**src/rtl/hs_in_pkg.sv**
```systemverilog
package hs_in_pkg;

    typedef enum logic [1:0] {
        HS_IDLE      = 2'd0,
        HS_ACCEPT    = 2'd1,
        HS_WAIT_ROOM = 2'd2
    } hs_state_e;

    localparam logic ADDR_STATUS = 1'b0;
    localparam logic ADDR_DATA   = 1'b1;

endpackage

```
**src/rtl/hs_capture_fsm.sv**
```systemverilog
module hs_capture_fsm
    import hs_in_pkg::*;
(
    input  logic clk,
    input  logic rst_n,
    input  logic dev_valid,
    input  logic reg_full,
    output logic take_byte,
    output logic dev_accept
);

    hs_state_e state_q;
    hs_state_e state_d;

    // State register
    always_ff @(posedge clk or negedge rst_n) begin
        if (!rst_n) begin
            state_q <= HS_IDLE;
        end else begin
            state_q <= state_d;
        end
    end

    // Transitions: take, stall, release, withdraw
    always_comb begin
        state_d   = state_q;
        take_byte = 1'b0;
        unique case (state_q)
            HS_IDLE: begin
                if (dev_valid) begin
                    if (!reg_full) begin
                        state_d   = HS_ACCEPT;   // take
                        take_byte = 1'b1;
                    end else begin
                        state_d   = HS_WAIT_ROOM; // stall
                    end
                end
            end
            HS_ACCEPT: begin
                if (!dev_valid) begin
                    state_d = HS_IDLE;           // release
                end
            end
            HS_WAIT_ROOM: begin
                if (!dev_valid) begin
                    state_d = HS_IDLE;           // withdraw
                end else if (!reg_full) begin
                    state_d   = HS_ACCEPT;       // take
                    take_byte = 1'b1;
                end
            end
            default: begin
                state_d = HS_IDLE;
            end
        endcase
    end

    // Outputs decoded from the registered state
    always_comb begin
        unique case (state_q)
            HS_ACCEPT: dev_accept = 1'b1;
            default:   dev_accept = 1'b0;
        endcase
    end

endmodule

```
**src/rtl/hs_hold_reg.sv**
```systemverilog
module hs_hold_reg #(
    parameter int DATA_W = 8
) (
    input  logic              clk,
    input  logic              rst_n,
    input  logic              take_byte,
    input  logic [DATA_W-1:0] din,
    input  logic              clear_req,
    output logic [DATA_W-1:0] data_q,
    output logic              flag_q
);

    always_ff @(posedge clk or negedge rst_n) begin
        if (!rst_n) begin
            data_q <= '0;
        end else if (take_byte) begin
            data_q <= din;
        end
    end

    // A new byte has priority over a clear. The FSM only takes a byte while
    // the flag is clear, so both never act on a full register at once.
    always_ff @(posedge clk or negedge rst_n) begin
        if (!rst_n) begin
            flag_q <= 1'b0;
        end else if (take_byte) begin
            flag_q <= 1'b1;
        end else if (clear_req) begin
            flag_q <= 1'b0;
        end
    end

endmodule

```
**src/rtl/hs_cpu_port.sv**
```systemverilog
module hs_cpu_port
    import hs_in_pkg::*;
#(
    parameter int DATA_W = 8
) (
    input  logic              cpu_addr,
    input  logic              cpu_rd,
    input  logic              flag_q,
    input  logic [DATA_W-1:0] data_q,
    output logic [DATA_W-1:0] cpu_rdata,
    output logic              clear_req
);

    localparam int PAD_W = DATA_W - 1;

    logic [DATA_W-1:0] status_word;

    assign status_word = {{PAD_W{1'b0}}, flag_q};

    always_comb begin
        unique case (cpu_addr)
            ADDR_DATA: cpu_rdata = data_q;
            default:   cpu_rdata = status_word;
        endcase
    end

    assign clear_req = cpu_rd && (cpu_addr == ADDR_DATA) && flag_q;

endmodule

```
**src/rtl/hs_input_port.sv**
```systemverilog
module hs_input_port #(
    parameter int DATA_W = 8
) (
    input  logic              clk,
    input  logic              rst_n,
    input  logic [DATA_W-1:0] dev_data,
    input  logic              dev_valid,
    output logic              dev_accept,
    input  logic              cpu_addr,
    input  logic              cpu_rd,
    output logic [DATA_W-1:0] cpu_rdata
);

    logic              take_byte;
    logic              clear_req;
    logic              flag_q;
    logic [DATA_W-1:0] data_q;

    hs_capture_fsm fsm_i (
        .clk        (clk),
        .rst_n      (rst_n),
        .dev_valid  (dev_valid),
        .reg_full   (flag_q),
        .take_byte  (take_byte),
        .dev_accept (dev_accept)
    );

    hs_hold_reg #(.DATA_W(DATA_W)) hold_i (
        .clk       (clk),
        .rst_n     (rst_n),
        .take_byte (take_byte),
        .din       (dev_data),
        .clear_req (clear_req),
        .data_q    (data_q),
        .flag_q    (flag_q)
    );

    hs_cpu_port #(.DATA_W(DATA_W)) cpu_i (
        .cpu_addr  (cpu_addr),
        .cpu_rd    (cpu_rd),
        .flag_q    (flag_q),
        .data_q    (data_q),
        .cpu_rdata (cpu_rdata),
        .clear_req (clear_req)
    );

endmodule

```
**config.mk**
```make
export PLATFORM = sky130hd
export DESIGN_NAME = hs_input_port
export DESIGN_NICKNAME = d
export VERILOG_FILES = /design/src/rtl/hs_in_pkg.sv /design/src/rtl/hs_capture_fsm.sv /design/src/rtl/hs_hold_reg.sv /design/src/rtl/hs_cpu_port.sv /design/src/rtl/hs_input_port.sv
export SDC_FILE = /design/constraint.sdc
export NUM_CORES = 1
export LEC_CHECK = 0
export BUFFER_PORTS_ARGS = -buffer_cell sky130_fd_sc_hd__buf_4
export CORE_AREA = 3 3 40 42
export DETAILED_ROUTE_END_ITERATION = 12
export DIE_AREA = 0 0 43 45
export PLACE_DENSITY = 0.67
export SLEW_MARGIN = 20
export SYNTH_ARGS = -nofsm -noshare
export SYNTH_HDL_FRONTEND = slang
export SYNTH_SLANG_ARGS = --single-unit
```
**constraint.sdc**
```tcl
create_clock -name clk -period 1.2 [get_ports clk]
set_input_delay 0.12 -clock clk [delete_from_list [all_inputs] [get_ports clk]]
set_output_delay 0.12 -clock clk [all_outputs]
set_load 0.03 [all_outputs]
```
After elaboration in Yosys (flattened, before gate mapping) --
Index checks and enable logic that the tools add are counted. W data, S select, Z words.
Cells by class: eq/ne operators 5, mux-type cells 13, reductions and logical operators 6
Operators by type and width (count):
- $mux W2 | 5
- $mux W8 | 1
- $mux W1 | 6
- $pmux W2 S3 | 1
- $ne A2 B2 Y1 const B | 2
- $ne A3 B3 Y1 const B | 1
- $reduce_and A3 Y1 | 1
- $eq A2 B1 Y1 const B | 1
- $eq A2 B2 Y1 const B | 1
- $logic_and A1 B1 Y1 | 2
- $logic_not A2 Y1 | 1
- $reduce_bool A2 Y1 | 1
- $reduce_or A2 Y1 | 1
Word-level totals: bits in registers 11, input port bits 13, output and inout port bits 9, word-level logic and storage cells 27

Logic depth before layout (Yosys ltp) --
depth after elaboration 4, gate-level depth with buffers 2

Hierarchy --
A second synthesis with hierarchy kept.
Second synthesis, totals: cell total of the unflattened synthesis 36, area total of the unflattened synthesis 536.8 sq um
By module, submodules not included:
- hs_hold_reg | instances 1, cells each 20, area an instance 369.1 sq um
- hs_capture_fsm | instances 1, cells each 7, area an instance 92.6 sq um
- hs_cpu_port | instances 1, cells each 9, area an instance 75.1 sq um

Worst setup path before layout --
OpenSTA, ideal clock, no wires.
path kind register to register, start point register hold_i.flag_q, end point register hold_i.data_q[0], library setup time 0.125 ns, arrival time 1.150 ns, required time 1.075 ns, path slack -0.075 ns, stages on the path, launching flop included 3, path buffers 0, period minus slack after synthesis 1.275 ns, path through dfrtp_1 -> nor3b_4 -> mux2_2
Between the ends: longest elaborated chain between the ends 3
RTL lines:
- start, declared | RTL line hs_hold_reg.sv:10 | output logic flag_q
- start signal, assigned | RTL line hs_hold_reg.sv:25 | flag_q <= 1'b0;
- start signal, assigned | RTL line hs_hold_reg.sv:27 | flag_q <= 1'b1;
- start signal, assigned | RTL line hs_hold_reg.sv:29 | flag_q <= 1'b0;
- $mux W1 | RTL line hs_capture_fsm.sv:31, hs_capture_fsm.sv:47
- $mux W1 | RTL line hs_capture_fsm.sv:30 | if (dev_valid) begin
- $mux W1
- end signal, assigned | RTL line hs_hold_reg.sv:17 | data_q <= din;
- end, declared | RTL line hs_hold_reg.sv:9 | output logic [DATA_W-1:0] data_q,
Every way passes these cells. A chain may end at the register's enable or synchronous reset.

Worst setup path in the final report --
start point register hold_i.flag_q, end point register hold_i.data_q[7]
Same word-level chain as after synthesis.

==> results.cfg <==
[setup_path]
path_max_fanout = 3
r2r-end = hold_i.data_q[7]
r2r_slack_ns = -0.14
start_kind = register
crit_path_end_kind = register
reg2reg_depth = 4
r2r_start = hold_i.flag_q
critical_path_class = reg -> reg
critPathRequiredTime_ns = 1.35
critPathArrivalTime_ns = 1.49

[floorplanning]
die_w_um = 43
placementRows = 13
dieArea_sq_mm = 0.00194
coreArea_sq_mm = 0.00128
die_h_um = 45
io_pins = 22
start_util_pct = 37.3

[logic_synthesis]
syn_avg_cell_area_sq_um = 14.1
yosys_warnings = 0
syn-cell-area_sq_um = 479
synth_top_cell_by_area = dfrtp_1
synth_cells = 34
seq_area_frac_synth_pct = 57.4
yosysTopAreaCellShare_pct = 57.4
synth_nets = 47
synth.area.top_cells = dfrtp_1, mux2_2, and2_1
ys_types = 10
ys_seq_elements = 11

[final_layout]
drive_above_1_share_pct = 65.7
fin_nets = 81
fin_cells = 82
diodes = 0
area_growth_pct = 65.5

[drt]
routed_wl_um = 987
drc = 0
drt_iter0_markers = 2
first_pass_iters = 2
detail_route.wl_per_cell_um = 12.0
ant_nets = 0
viasPerCell = 4.59
routed-via-count = 376

[placed_design]
dpl.cell_count = 74
preCtsSetupSlack_ns = -0.0330
dp_hpwl_um = 701
place.gp.congestion = 0.661
port_buffers = 21

[sta]
worst_slew_pin_slew_ns = 0.184
min_period_over_period_pct = 112
finClkSkew_ns = 0.00274
whs_ns = 0.0799
fmax_mhz = 745
slew_viol_final = 0
setup_ws_ns = -0.142
slew_headroom_pct = 87.7
period_needed_ns = 1.34
finalSetupTns_ns = -1.12
finalSetupViolations = 9
final_hold_viol_count = 0
rsz0062_at_grt = yes

[global_route]
grt_pass1_wl_mm = 1.62
grt_max_degree = 12
grtUsageTotal_pct = 11.8
gr-total-overflow = 0
grt_pass1_vias = 388
antenna_found_initial = 0

[clock_network]
cts-root-buf = clkbuf_4
htree_levels = 1
cts.clk_slew.worst_paths_ns = 0.07
cts_tree = yes
cts_buffers = 3
clkLatencyLatePin_ns = 0.26
clock_sinks = 11
clk_path_buf_depth = 2

[power_and_ir_drop]
ir_drop_mv = 1.20
power.density_mw_per_mm2 = 2440
p_leak_nw = 0.396

[run_status]
status = finished with violations
failed_checks = negative setup slack

[job]
cap_viol_max_count = 0

[min_path]
hp-class = in -> reg
min_to = hold_i.data_q[2]
holdPathStages = 2
min-delay-start = dev_data[2]
==> synth_stat cells, drive strengths merged <==
cell type  instances
nor2               1
dfrtp             11
nor2b              1
o21a               1
mux2               9
and2               7
nand2              1
a21o               1
and3b              1
nor3b              1
==> cell usage in the layout, fill, tap and decap left out <==
cell / n
a21o_2: 1
and2_1: 7
and3b_2: 1
buf_4: 22
buf_6: 6
clkbuf_1: 1
clkbuf_4: 3
dfrtp_1: 11
dlygate4sd3_1: 1
mux2_2: 4
mux2_4: 5
nand2_1: 1
nor2_1: 1
nor2b_4: 1
nor3b_4: 1
o21a_1: 1
==> metal layers <==
metal	up-vias	part of all wire [%]	track usage [%]	wire length, um
li1	183	-	-	-
met1	178	44	12.9	432
met2	15	49	19.2	486
met3	0	6.9	5.98	68
met4	0	0	5.42	0
met5	-	0	0	0
==> per-stage QoR <==
stage | util (%) | power [mW] | instance area (sq um)
floorplan | - | 1.16 | 479
global placement | 53.4 | 1.46 | 686
detailed placement | 53.4 | 1.48 | 686
CTS | 58.4 | 1.82 | 751
global route | 61.7 | 2.06 | 793
finish | 61.7 | 1.93 | 793
==> cell type report <==
class / count / area, sq um
repair buffers: 29 / 243
well taps: 15 / 18.8
fillers: 104 / 492
clock buffers: 4 / 26.3
flip-flops and latches: 11 / 275
multi-input cells: 23 / 230
==> how the worst max path moves through the flow <==
stage                                 from  slack [ns]  cells past startpoint          endpoint
after global routing         hold_i.flag_q       -0.17                      4  hold_i.data_q[1]
after CTS                    hold_i.flag_q       -0.11                      4  hold_i.data_q[7]
after floorplan           fsm_i.state_q[0]       -0.06                      2  hold_i.data_q[0]
final                        hold_i.flag_q       -0.14                      4  hold_i.data_q[7]
after detailed placement  fsm_i.state_q[0]       -0.03                      3  hold_i.data_q[5]
after global placement    fsm_i.state_q[0]      -0.009                      3  hold_i.data_q[3]
==> worst max-delay path: stages (launching register included) <==
cell and delay, ns:
dfrtp_1 0.40, buf_6 0.13, nor3b_4 0.22, buf_4 0.16, mux2_2 0.33
==> state kept, by name, indices dropped and copies added (netlist names) <==
| name | cells |
|---|---|
| fsm_i.state_q | 2 |
| hold_i.flag_q | 1 |
| hold_i.data_q | 8 |
==> repair_timing <==
| action | in CTS | in global routing |
|---|---|---|
| endpoints found under the hold margin | 11 | 0 |
| gates resized for setup | 6 | 7 |
| hold buffers | 1 | 0 |
| buffers inserted | 1 | 2 |
| endpoints found under the setup margin | 8 | 10 |
| pin swaps | 0 | 1 |
==> kinds of logic after synthesis <==
| group | Yosys count | share of synthesized area, % |
|---|---|---|
| and+or+nand+nor | 12 | 18.0 |
| DFF | 11 | 57.4 |
| AOI/OAI and AO/OA | 2 | 3.40 |
| muxes | 9 | 21.1 |
==> where the power goes <==
group / switching (mW) / total, mW / internal, mW
clock network: 0.119 / 0.248 / 0.129
logic: 0.429 / 1.04 / 0.611
registers: 0.0981 / 0.646 / 0.548
total: 0.646 / 1.93 / 1.29
No activity file was read; power rests on OpenSTA's default activity.
